==> src/rtl/ocp_pkg.sv <==
package ocp_pkg;
  typedef enum logic {
    MODE_NORMAL = 1'b0,
    MODE_RAMP   = 1'b1
  } pwr_mode_e;
endpackage

==> src/rtl/ocp_rst_sync.sv <==
module ocp_rst_sync (
  input  logic clk,
  input  logic rst_n,
  output logic rst_q_n
);
  logic s1_q, s2_q;

  always_ff @(posedge clk or negedge rst_n) begin
    if (!rst_n) begin
      s1_q <= 1'b0;
      s2_q <= 1'b0;
    end else begin
      s1_q <= 1'b1;
      s2_q <= s1_q;
    end
  end

  assign rst_q_n = s2_q;
endmodule

==> src/rtl/ocp_tick_gen.sv <==
module ocp_tick_gen
  import ocp_pkg::*;
#(
  parameter int FAST_CYC = 25,
  parameter int SLOW_CYC = 100
) (
  input  logic clk,
  input  logic rst_n,
  input  logic ramp_mode,
  output logic tick
);
  localparam int MAXC = (FAST_CYC > SLOW_CYC) ? FAST_CYC : SLOW_CYC;
  localparam int CW   = (MAXC > 2) ? $clog2(MAXC) : 1;
  localparam logic [CW-1:0] FAST_M1 = CW'(FAST_CYC - 1);
  localparam logic [CW-1:0] SLOW_M1 = CW'(SLOW_CYC - 1);

  logic [CW-1:0] cnt_q, cnt_d, limit_m1;
  pwr_mode_e     mode_cur, mode_q;
  logic          mode_chg;

  always_comb begin
    mode_cur = pwr_mode_e'(ramp_mode);
    limit_m1 = (mode_cur == MODE_RAMP) ? FAST_M1 : SLOW_M1;
    mode_chg = (mode_cur != mode_q);
    tick     = !mode_chg && (cnt_q == limit_m1);
    if (mode_chg || tick) cnt_d = '0;
    else                  cnt_d = cnt_q + 1'b1;
  end

  // mode tracker runs through reset so a static mode is not seen as a change
  always_ff @(posedge clk) begin
    mode_q <= mode_cur;
  end

  always_ff @(posedge clk or negedge rst_n) begin
    if (!rst_n) cnt_q <= '0;
    else        cnt_q <= cnt_d;
  end

  // a restart is never followed directly by a sample
  assert_restart_R8: assert property (@(posedge clk) disable iff (!rst_n)
    mode_chg |=> !tick);
  // the interval counter stays within the selected interval
  assert_cnt_bound_R2: assert property (@(posedge clk) disable iff (!rst_n)
    !mode_chg |-> (cnt_q <= limit_m1));
endmodule

==> src/rtl/ocp_run_latch.sv <==
module ocp_run_latch #(
  parameter int TRIP_RUN = 8
) (
  input  logic clk,
  input  logic rst_n,
  input  logic tick,
  input  logic oc_flag,
  input  logic clear,
  output logic trip
);
  localparam int RUN_W = $clog2(TRIP_RUN + 1);
  localparam logic [RUN_W-1:0] RUN_LAST = RUN_W'(TRIP_RUN - 1);
  localparam logic [RUN_W-1:0] RUN_FULL = RUN_W'(TRIP_RUN);

  logic [RUN_W-1:0] run_q, run_d;
  logic             trip_q, trip_d, upd_en;

  always_comb begin
    run_d  = run_q;
    trip_d = trip_q;
    upd_en = clear || (tick && !trip_q);
    if (clear) begin
      run_d  = '0;
      trip_d = 1'b0;
    end else if (tick && !trip_q) begin
      if (oc_flag) begin
        if (run_q == RUN_LAST) begin
          run_d  = RUN_FULL;
          trip_d = 1'b1;
        end else begin
          run_d = run_q + 1'b1;
        end
      end else begin
        run_d = '0;
      end
    end
  end

  always_ff @(posedge clk or negedge rst_n) begin
    if (!rst_n) begin
      run_q  <= '0;
      trip_q <= 1'b0;
    end else if (upd_en) begin
      run_q  <= run_d;
      trip_q <= trip_d;
    end
  end

  assign trip = trip_q;

  assert_run_bound_R4: assert property (@(posedge clk) disable iff (!rst_n)
    run_q <= RUN_FULL);
  assert_trip_cause_R4: assert property (@(posedge clk) disable iff (!rst_n)
    $rose(trip_q) |-> $past(tick && oc_flag && (run_q == RUN_LAST)));
  assert_gap_zero_R5: assert property (@(posedge clk) disable iff (!rst_n)
    (tick && !oc_flag && !clear && !trip_q) |=> (run_q == '0));
  assert_hold_R6: assert property (@(posedge clk) disable iff (!rst_n)
    (trip_q && !clear) |=> trip_q);
  assert_clear_R7: assert property (@(posedge clk) disable iff (!rst_n)
    clear |=> (!trip_q && (run_q == '0)));
endmodule

==> src/rtl/ocp_trip_filter.sv <==
module ocp_trip_filter #(
  parameter int FAST_CYC = 25,
  parameter int SLOW_CYC = 100,
  parameter int TRIP_RUN = 8
) (
  input  logic clk,
  input  logic rst_n,
  input  logic oc_flag,
  input  logic ramp_mode,
  input  logic ext_en,
  input  logic clear,
  output logic gate_en,
  output logic tripped
);
  logic rst_q_n, tick, trip;

  ocp_rst_sync u_rst (
    .clk     (clk),
    .rst_n   (rst_n),
    .rst_q_n (rst_q_n)
  );

  ocp_tick_gen #(
    .FAST_CYC (FAST_CYC),
    .SLOW_CYC (SLOW_CYC)
  ) u_tick (
    .clk       (clk),
    .rst_n     (rst_q_n),
    .ramp_mode (ramp_mode),
    .tick      (tick)
  );

  ocp_run_latch #(
    .TRIP_RUN (TRIP_RUN)
  ) u_run (
    .clk     (clk),
    .rst_n   (rst_q_n),
    .tick    (tick),
    .oc_flag (oc_flag),
    .clear   (clear),
    .trip    (trip)
  );

  assign gate_en = ext_en && !trip;
  assign tripped = trip;

  // a disabled external request never leaves the gate on
  assert_gate_off_R9: assert property (@(posedge clk) disable iff (!rst_q_n)
    !ext_en |-> !gate_en);
endmodule

==> config.mk <==
export PLATFORM = sky130hd
export DESIGN_NAME = ocp_trip_filter
export DESIGN_NICKNAME = d
export VERILOG_FILES = /design/src/rtl/ocp_pkg.sv /design/src/rtl/ocp_rst_sync.sv /design/src/rtl/ocp_tick_gen.sv /design/src/rtl/ocp_run_latch.sv /design/src/rtl/ocp_trip_filter.sv
export SDC_FILE = /design/constraint.sdc
export NUM_CORES = 1
export LEC_CHECK = 0
export BUFFER_PORTS_ARGS = -buffer_cell sky130_fd_sc_hd__buf_2
export CORE_MARGIN = 1
export CORE_UTILIZATION = 30
export CTS_CLUSTER_DIAMETER = 100
export DETAILED_ROUTE_END_ITERATION = 6
export SLEW_MARGIN = 15
export SYNTH_ARGS = -nofsm -noshare
export SYNTH_HDL_FRONTEND = slang
export SYNTH_HIERARCHICAL = 1
export SYNTH_SLANG_ARGS = --single-unit
==> constraint.sdc <==
create_clock -name clk -period 0.8 [get_ports clk]
set_clock_uncertainty 0.05 [all_clocks]
set_input_delay 0.12 -clock clk [delete_from_list [all_inputs] [get_ports clk]]
set_output_delay 0.12 -clock clk [all_outputs]
set_load 0.05 [all_outputs]
==> run_results.csv, run 1 <==
group,metric,value,unit
synth,synth_edf_count,0,
synth,async_reset_ff_share,93.3,%
synth,ys_ff_latch,15,
setup_path,cp-end-kind,"flop",
timing,hold_viol,0,
timing,drv_slew,0,
cells_and_area,syn_to_final_growth,63.8,%
synth,syn-num-nets,72,
timing,timing.hold.ws,0.0459,ns
cells_and_area,final_nets,115,
synth,netlist_instances,64,
clock_network,cts_root_buf,"clkbuf_4",
floorplanning,io_pins,8,
clock_network,insertion_delay,0.27,ns
placement,dp.cells,124,
synth,yosysTopAreaCell,"dfrtp_1",
setup_path,rrSetupSlack,-1.70,ns
synth,synthTopCellsByArea,"dfrtp_1 (49%), nor3_1 (4.9%), xnor2_1 (3.7%), xor2_1 (3.7%), ha_1 (3.5%)",
grt,grt_pass1_vias,622,
clock_network,h-tree-depth,1,
cells_and_area,finalInstanceArea,1160,sq um
synth,syn_area,709,sq um
grt,grt_pass1_wl,2.62,mm
power_and_ir_drop,power.net_switching,363,uW
synth,synth_cell_types,26,
setup_path,worstPathArrival,2.66,ns
timing,finalSetupViolations,14,
setup_path,r2r_start,"u_tick/cnt_q[0]$_DFF_PN0_",
floorplanning,design.die.area,2560,sq um
timing,setup_tns,-16.24,ns
setup_path,path_class,"reg -> reg",
grt,grt_usage,13.7,%
floorplanning,die_w,50.6,microns
clock_network,path_clk_slew,0.09,ns
placement,dpl-instance-area,973,sq um
setup_path,r2r_end,"u_run/run_q[0]$_DFFE_PN0P_",
route,num_vias,627,
timing,rsz0062_at_grt,"true",
route,wl_per_cell,11.6,microns
route,drtIter0Drc,2,
setup_path,crit_required,0.96,ns
synth,yosys-top-cells-count,"dfrtp_1 (14), nor3_1 (7), a21oi_1 (4), nand2_1 (4)",
synth,synthDominantCellAreaShare,49.4,%
grt,antenna_found_initial,0,
synth,yosysMostFrequentCell,"dfrtp_1",
route,drc_errors,0,
timing,setup_slack,-1.70,ns
outcome,violations,"setup timing",
cells_and_area,diodes,0,
synth,yosys_warnings,6,
placement,port_buffers,7,
setup_path,worstSetupEndpoint,"u_run/run_q[0]$_DFFE_PN0P_",
placement,gp_congestion,0.838,
placement,pre_cts_slack,-1.70,ns
power_and_ir_drop,internal-power,1110,uW
synth,synth_ff_type,"dfrtp_1",
synth,seq_area_frac_synth,52.2,%
power_and_ir_drop,cellPowerDensity,1270,nW/um^2
placement,hpwl,1.11,mm
timing,post-route-period-util,312,%
flow_run,max-cap-violations,0,
power_and_ir_drop,power.leakage,0.000517,uW
grt,grt_max_degree,9,
cells_and_area,final_layout_size_suffix_gt1_share,56.6,%
power_and_ir_drop,comb_power_share,16.2,%
timing,fmax,400,MHz
power_and_ir_drop,clockPowerShare,28.7,%
min_path,min_path_type,"in -> reg",
clock_network,cts_tree,"built",
floorplanning,fp.coreArea,2210,sq um
floorplanning,initial_utilization,32.1,%
clock_network,clock-sinks,15,
floorplanning,rows,17,
setup_path,startpoint,"u_tick/cnt_q[0]$_DFF_PN0_",
setup_path,crit_fanout,2,
synth,syn_area_per_cell,11.1,sq um
cells_and_area,final_cells,134,
route,routed_wl,1.56,mm
grt,gr-total-overflow,0,
power_and_ir_drop,ir_drop,0.859,mV
route,ant_nets,0,
setup_path,start_kind,"flop",
power_and_ir_drop,pwr-share-seq,55.1,%
clock_network,cts_inserted_buffers,3,
route,via_per_inst,4.68,
clock_network,cts_buffer_depth,2,
power_and_ir_drop,swShare,24.6,%
outcome,status,"complete, but fails checks",
timing,fin_crit,2.50,ns
setup_path,worstRegToRegCells,6,
floorplanning,die_h,50.6,microns
route,first_pass_iters,3,
metal layers:
metal  vias up  wire length [microns]  GRT usage [%]
li1        320                      -              -
met1       299                    721           17.9
met2         6                    800           22.2
met3         2                     15           2.12
met4         0                     19           6.48
met5         -                      0              0
registers in the layout (all words and copies together) (netlist names):
signal         cells
u_tick/cnt_q       7
u_rst/s1_q         1
u_rst/rst_q_n      1
u_run/run_q        4
u_run/trip         1
u_tick/mode_q      1
how the worst min path moves through the flow:
| stage | startpoint | to | slack [ns] | cells after the start |
|---|---|---|---|---|
| after floorplan | rst_n | u_rst/rst_q_n$_DFF_PN0_ | -0.23 | 0 |
| after global placement | rst_n | u_rst/s1_q$_DFF_PN0_ | -0.14 | 1 |
| after detailed placement | rst_n | u_rst/s1_q$_DFF_PN0_ | -0.14 | 1 |
| after CTS | ramp_mode | u_tick/mode_q$_DFF_P_ | 0.04 | 2 |
| after global routing | ramp_mode | u_tick/mode_q$_DFF_P_ | 0.03 | 2 |
| final | ramp_mode | u_tick/mode_q$_DFF_P_ | 0.05 | 2 |
stage by stage:
stage	total power [uW]	utilization (%)
after floorplan	911	-
after global placement	1020	44.0
after detailed placement	1030	44.0
after CTS	1480	48.9
after global routing	1560	52.5
final	1470	52.5
power by group through the flow:
| stage | clock, uW | sequential (uW) | combinational, uW |
|---|---|---|---|
| global placement | 0 | 823 | 197 |
| detailed placement | 0 | 825 | 200 |
| CTS | 452 | 810 | 222 |
| floorplan | 0 | 841 | 70.0 |
| finish | 422 | 811 | 239 |
| global route | 488 | 816 | 259 |
cell families after synthesis:
kind of cell    synth area share [%]
other cells                    0.529
simple gates                    26.5
fa+ha+maj                       3.53
flops                           52.2
xor+xnor                        7.41
compound gates                  9.88
cell type report:
| cell class | count | area, sq um |
|---|---|---|
| timing repair buffer | 38 | 299 |
| tap | 28 | 35.0 |
| fill | 201 | 1050 |
| multi-input combinational | 49 | 430 |
| clock buffer | 4 | 26.3 |
| sequential | 15 | 372 |
placed cells by master, fill, tap and decap left out, types with 2 or more instances in the layout:
cell	synthesis	layout
nand3_1	3	3
nand2_1	4	3
buf_6	0	3
clkbuf_4	0	3
nor3_2	0	7
xor2_1	3	3
dfrtp_1	14	13
nor2_1	3	3
dlygate4sd3_1	0	3
buf_4	0	26
a21oi_2	0	3
buf_2	0	5
xnor2_1	3	3
ha_1	2	2
nand4_1	2	2
worst max-delay path: stages (launching register included):
cell and delay (ns):
dfrtp_1 0.38, or4b_1 0.52, or3_4 0.35, a211oi_2 0.25, or2b_1 0.27, or4b_4 0.48, a21oi_2 0.13
timing repair:
item / in CTS / in global routing
hold endpoints to repair: 4 / 0
setup buffers: 1 / 2
pin swaps: 6 / 5
endpoints found under the setup margin: 14 / 14
hold buffers: 3 / 0
resized for setup: 13 / 14
(Power assumes the default switching activity.)
==> run 2: changes to the inputs <==
--- a/config.mk
+++ b/config.mk
@@ -5,6 +5,7 @@
 export SDC_FILE = /design/constraint.sdc
 export NUM_CORES = 1
 export LEC_CHECK = 0
+export ABC_AREA = 1
 export BUFFER_PORTS_ARGS = -buffer_cell sky130_fd_sc_hd__buf_2
 export CORE_MARGIN = 1
 export CORE_UTILIZATION = 30
==> run 2 against run 1 <==
Worst setup slack better by 1.1 ns. The run still ends with setup timing left. Critical path depth is 6 higher. Wire length is 4.3% lower. Register-to-register slack better by 1.1 ns. Design area is 6.1% lower.
==> run_results.csv, run 2 <==
group,metric,value,unit
outcome,status,"complete, but fails checks",
outcome,violations,"setup timing",
synth,synth_cell_types,19,
power_and_ir_drop,cellPowerDensity,1390,nW/um^2
synth,synth_ff_type,"dfrtp_1",
cells_and_area,final_nets,140,
synth,synth_edf_count,0,
timing,finalSetupViolations,14,
timing,drv_slew,0,
cells_and_area,final_cells,161,
route,drc_errors,0,
synth,yosys_warnings,6,
timing,fin_crit,1.39,ns
route,ant_nets,0,
cells_and_area,final_common_cell,"nand2_1",
placement,port_buffers,7,
grt,grt_pass1_vias,654,
setup_path,start_kind,"flop",
timing,rsz0062_at_grt,"true",
flow_run,max-cap-violations,0,
synth,synthTopCellsByArea,"dfrtp_1 (45%), nand2_1 (15%), inv_1 (6.7%), nor2_2 (6.4%), nor2_1 (5.8%)",
cells_and_area,largest_reg_flops,7,
route,drtIter0Drc,9,
power_and_ir_drop,ir_drop,1.29,mV
synth,seq_area_frac_synth,47.4,%
grt,grt_pass1_wl,2.63,mm
setup_path,worstSetupEndpoint,"u_run/run_q[0]$_DFFE_PN0P_",
timing,fmax,719,MHz
placement,dp.cells,151,
route,num_vias,688,
setup_path,startpoint,"u_tick/cnt_q[4]$_DFF_PN0_",
synth,syn-num-nets,110,
floorplanning,die_h,53.1,microns
route,first_pass_iters,4,
timing,post-route-period-util,174,%
cells_and_area,final_cell_mix,"nand2_1 (29), inv_1 (14), buf_4 (14)",
setup_path,crit_required,0.92,ns
grt,grt_usage,12.9,%
setup_path,cp-end-kind,"flop",
cells_and_area,regMostFlops,"u_tick/cnt_q",
placement,hpwl,1.10,mm
clock_network,clock-sinks,15,
route,wl_per_cell,9.25,microns
cells_and_area,regArea,372,sq um
route,routed_wl,1.49,mm
route,via_per_inst,4.27,
timing,setup_slack,-0.590,ns
power_and_ir_drop,power,1520,uW
synth,async_reset_ff_share,93.3,%
placement,gp_congestion,0.763,
clock_network,cts_tree,"built",
synth,yosysTopAreaCell,"dfrtp_1",
grt,antenna_found_initial,0,
clock_network,cts_buffer_depth,2,
synth,netlist_instances,102,
clock_network,cts_root_buf,"clkbuf_4",
power_and_ir_drop,power.leakage,0.000543,uW
setup_path,worstPathArrival,1.51,ns
cells_and_area,syn_to_final_growth,39.5,%
clock_network,cts_inserted_buffers,3,
cells_and_area,utilization,44.0,%
floorplanning,design.die.area,2810,sq um
cells_and_area,final_layout_size_suffix_gt1_share,35.1,%
grt,gr-total-overflow,0,
floorplanning,initial_utilization,31.6,%
floorplanning,io_pins,8,
setup_path,path_class,"reg -> reg",
clock_network,path_clk_slew,0.08,ns
synth,yosysMostFrequentCell,"nand2_1",
floorplanning,rows,18,
clock_network,h-tree-depth,1,
synth,ys_ff_latch,15,
floorplanning,fp.coreArea,2480,sq um
synth,syn_area,782,sq um
min_path,min_path_type,"reg -> async",
synth,yosys-top-cells-count,"nand2_1 (32), dfrtp_1 (14), inv_1 (14)",
clock_network,insertion_delay,0.28,ns
setup_path,rrSetupSlack,-0.59,ns
setup_path,crit_fanout,3,
cells_and_area,diodes,0,
setup_path,worstRegToRegCells,12,
cells_and_area,multi_input_area,398,sq um
synth,synthDominantCellAreaShare,44.8,%
setup_path,r2r_start,"u_tick/cnt_q[4]$_DFF_PN0_",
synth,syn_area_per_cell,7.67,sq um
grt,grt_max_degree,9,
cells_and_area,reg_top3,"u_tick/cnt_q (7), u_run/run_q (4)",
cells_and_area,fillers,249,
setup_path,r2r_end,"u_run/run_q[0]$_DFFE_PN0P_",
floorplanning,die_w,53.1,microns
timing,hold_viol,0,
-- run 2: what timing repair did --
item	4_1_cts	5_1_grt
endpoints found under the setup margin	14	14
hold buffers	3	0
pin swaps	2	4
hold endpoints to repair	4	0
setup buffers	2	2
resized for setup	10	3
-- run 2: metal layers --
layer	wire length, microns	global-route usage [%]
met5	0	0
met4	0	3.95
met3	42	3.45
met2	762	22.8
met1	685	15.1
-- run 2: where the power goes --
group	switching [uW]	leakage, uW	total, uW	internal [uW]
Sequential	28.1	0.000195	817	789
Clock	225	0.0000150	419	193
Combinational	141	0.000333	283	142
-- run 2: kinds of logic after synthesis --
family | after synthesis | synth area share [%]
flops | 15 | 47.4
xor+xnor | 3 | 3.36
simple gates | 62 | 36.0
compound gates | 3 | 1.92
buf+inv | 16 | 7.68
other cells | 1 | 0.480
fa+ha+maj | 2 | 3.20
-- run 2: final cells by class --
type | instances | share of cell area, %
clock buffers | 4 | 2.41
inverters | 16 | 5.50
multi-input cells | 71 | 36.5
flip-flops and latches | 15 | 34.1
well taps | 30 | 3.44
repair buffers | 25 | 18.1
-- run 2: worst min-delay path by stage --
| stage | startpoint | to | slack [ns] | depth (start not counted) |
|---|---|---|---|---|
| finish | u_rst/rst_q_n$_DFF_PN0_ | u_run/run_q[2]$_DFFE_PN0P_ | 0.01 | 0 |
| global route | u_rst/rst_q_n$_DFF_PN0_ | u_run/run_q[2]$_DFFE_PN0P_ | 0.03 | 0 |
| CTS | u_rst/rst_q_n$_DFF_PN0_ | u_run/run_q[2]$_DFFE_PN0P_ | 0.02 | 0 |
| detailed placement | rst_n | u_rst/rst_q_n$_DFF_PN0_ | -0.14 | 1 |
| global placement | rst_n | u_rst/rst_q_n$_DFF_PN0_ | -0.14 | 1 |
| floorplan | rst_n | u_rst/rst_q_n$_DFF_PN0_ | -0.23 | 0 |
-- run 2: stage by stage --
step / TNS [ns] / worst slack, ns / cell area [sq um] / hold WS (ns)
2_1_floorplan: -4.61 / -0.526 / 798 / -0.226
3_5_place_dp: -6.14 / -0.603 / 961 / -0.141
5_1_grt: -8.33 / -0.704 / 1090 / 0.0283
6_report: -7.20 / -0.590 / 1090 / 0.0121
3_3_place_gp: -5.98 / -0.584 / 961 / -0.140
4_1_cts: -7.28 / -0.571 / 1080 / 0.0202
-- run 2: worst max-delay path, stage by stage (launching register included) --
cell     delay [ns]
dfrtp_1        0.41
inv_2          0.07
nand2_1        0.05
nor2_1         0.07
nand2_1        0.05
nand2_1        0.07
nand2_2        0.07
nor2_4         0.09
nand2_2        0.08
nand2_2        0.08
inv_1          0.07
nand2_1        0.06
nand2_1        0.05
==> run 3: changes to the inputs <==
--- a/config.mk
+++ b/config.mk
@@ -9,6 +9,7 @@
 export BUFFER_PORTS_ARGS = -buffer_cell sky130_fd_sc_hd__buf_2
 export CORE_MARGIN = 1
 export CORE_UTILIZATION = 30
+export CTS_BUF_LIST = sky130_fd_sc_hd__clkbuf_16
 export CTS_CLUSTER_DIAMETER = 100
 export DETAILED_ROUTE_END_ITERATION = 6
 export SLEW_MARGIN = 15
==> run 3 against run 2 <==
The run still ends with setup timing left. Clock-buffer cell count decreased by 1. Die area unchanged. Maximum frequency increased by 0.18%. Total power increased by 35%. Clock power increased by 130%. Via count increased by 0.29%. Critical path depth unchanged. Worst hold slack got worse by 0.0036 ns. Non-clock buffer count unchanged. Combinational power about the same. Global-route usage increased by 0.66 points. Wire length increased by 1.9%. Largest power group is now the clock network.
==> run_results.csv, run 3 (synthesis gave the netlist of run 2 again) <==
group,metric,value,unit
min_path,min_path_type,"reg -> async",
clock_network,cts_buffer_depth,2,
setup_path,worstPathArrival,1.47,ns
setup_path,path_class,"reg -> reg",
route,wl_per_cell,9.43,microns
setup_path,crit_fanout,3,
setup_path,cp_slowest_stage_delay,0.39,ns
cells_and_area,syn_to_final_growth,46.9,%
route,routed_wl,1.52,mm
clock_network,clock-sinks,15,
timing,setup_tns,-7.07,ns
placement,gp_congestion,0.763,
outcome,violations,"setup timing",
setup_path,critPathSlowestCell,"dfrtp_1",
grt,grt_usage,13.6,%
grt,grt_pass1_vias,652,
grt,grt_max_degree,9,
power_and_ir_drop,power.leakage,0.000571,uW
power_and_ir_drop,power.net_switching,455,uW
power_and_ir_drop,swShare,22.2,%
timing,hold_viol,0,
route,ant_nets,0,
timing,drv_slew,0,
setup_path,worstPathCellList,"inv_1 -> nand2_1 -> nor2_1 -> nand2_1 -> nand2_1 -> nand2_2 -> nor2_4 -> nand2_2 -> nand2_2 -> inv_1 -> nand2_1 -> nand2_1",
setup_path,start_kind,"flop",
clock_network,path_clk_slew,0.05,ns
placement,pre_cts_slack,-0.603,ns
route,via_per_inst,4.29,
clock_network,h-tree-depth,1,
floorplanning,die_h,53.1,microns
floorplanning,fp.coreArea,2480,sq um
placement,dp.cells,151,
cells_and_area,final_cell_mix,"nand2_1 (29), inv_1 (15), buf_4 (14)",
cells_and_area,diodes,0,
power_and_ir_drop,power,2050,uW
cells_and_area,final_common_cell,"nand2_1",
grt,gr-total-overflow,0,
clock_network,cts_root_buf,"clkbuf_16",
grt,grt_pass1_wl,2.67,mm
timing,post-route-period-util,173,%
floorplanning,initial_utilization,31.6,%
route,drtIter0Drc,7,
clock_network,cts_tree,"built",
timing,fmax,721,MHz
timing,fin_crit,1.39,ns
power_and_ir_drop,comb_power_share,13.9,%
cells_and_area,reg_top3,"u_tick/cnt_q (7), u_run/run_q (4)",
setup_path,cpMostUsedCell,"nand2_1",
floorplanning,design.die.area,2810,sq um
timing,rsz0062_at_grt,"true",
floorplanning,die_w,53.1,microns
route,num_vias,690,
cells_and_area,final_layout_size_suffix_gt1_share,35.1,%
outcome,status,"complete, but fails checks",
cells_and_area,regMostFlops,"u_tick/cnt_q",
placement,hpwl,1.10,mm
route,drc_errors,0,
clock_network,cts_inserted_buffers,3,
timing,finalSetupViolations,14,
power_and_ir_drop,internal-power,1590,uW
route,first_pass_iters,4,
floorplanning,io_pins,8,
power_and_ir_drop,cellPowerDensity,1790,nW/um^2
cells_and_area,largest_reg_flops,7,
setup_path,crit_required,0.88,ns
flow_run,max-cap-violations,0,
power_and_ir_drop,clockPowerShare,46.0,%
clock_network,insertion_delay,0.24,ns
grt,antenna_found_initial,0,
floorplanning,rows,18,
timing,setup_slack,-0.588,ns
power_and_ir_drop,ir_drop,1.79,mV
placement,port_buffers,7,
power_and_ir_drop,pwr-share-seq,40.1,%
cells_and_area,final_nets,140,
setup_path,cp-end-kind,"flop",
cells_and_area,final_cells,161,
==> run 3: changes by cell type in the layout (fill, tap and decap cells not counted) <==
cell | before | now
clkbuf_1 | 1 | 0
nor2_4 | 2 | 3
nor2_2 | 9 | 8
inv_1 | 14 | 15
clkbuf_16 | 0 | 3
clkbuf_4 | 3 | 0
==> run 3: layout make-up <==
type	count	area, sq um
Clock buffer	3	75.1
Clock inverter	1	3.75
Timing Repair Buffer	25	198
Sequential cell	15	372
Multi-Input combinational cell	71	403
Fill cell	243	1330
Tap cell	30	37.5
Inverter	16	60.1
==> run 3: final timing paths <==
kind | from | cells past startpoint | slack, ns | endpoint
hold reg to reg | u_rst/rst_q_n$_DFF_PN0_ | 0 | 0.008 | u_run/run_q[2]$_DFFE_PN0P_
min in group clk | oc_flag | 5 | 0.19 | u_run/run_q[2]$_DFFE_PN0P_
hold / removal | u_rst/rst_q_n$_DFF_PN0_ | 0 | 0.008 | u_run/run_q[2]$_DFFE_PN0P_
setup / recovery | u_tick/cnt_q[3]$_DFF_PN0_ | 12 | -0.59 | u_run/run_q[0]$_DFFE_PN0P_
max in group asynchronous | u_rst/rst_q_n$_DFF_PN0_ | 1 | 0.36 | u_tick/cnt_q[2]$_DFF_PN0_
setup reg to reg | u_tick/cnt_q[3]$_DFF_PN0_ | 12 | -0.59 | u_run/run_q[0]$_DFFE_PN0P_
==> run 3: routing by layer <==
metal,up-vias,routed length [microns],GRT usage (%),part of all wire (%)
met5,-,0,0,0
met1,318,697,15.4,46
met3,4,51,4.31,3.4
met2,6,745,22.8,49
met4,0,25,6.58,1.6
li1,362,-,-,-
==> run 3: repair_timing <==
item | in CTS | in global routing
endpoints found under the hold margin | 4 | 0
pin swaps | 2 | 4
hold buffers | 3 | 0
buffers inserted | 2 | 2
gates resized for setup | 10 | 4
endpoints found under the setup margin | 14 | 14
==> run 3: worst max-delay path: cells and delay by family (launching register included) <==
family / cells / cell delay (ns)
buf+inv: 2 / 0.15
flops: 1 / 0.39
simple gates: 10 / 0.68
==> run 3: metrics by stage <==
step           hold slack [ns]  util (%)  area (sq um)
6_report               0.00844      46.4          1150
5_1_grt                 0.0236      46.4          1150
4_1_cts                 0.0162      45.6          1130
3_5_place_dp            -0.141      38.8           961
3_3_place_gp            -0.140      38.8           961
2_1_floorplan           -0.226         -           798
==> run 3: power by group through the flow <==
stage                     registers [uW]  logic, uW  clock network, uW
after detailed placement             834        227                  0
final                                822        284                944
after CTS                            823        269                969
after global placement               834        221                  0
after floorplan                      837        125                  0
after global routing                 826        316               1000
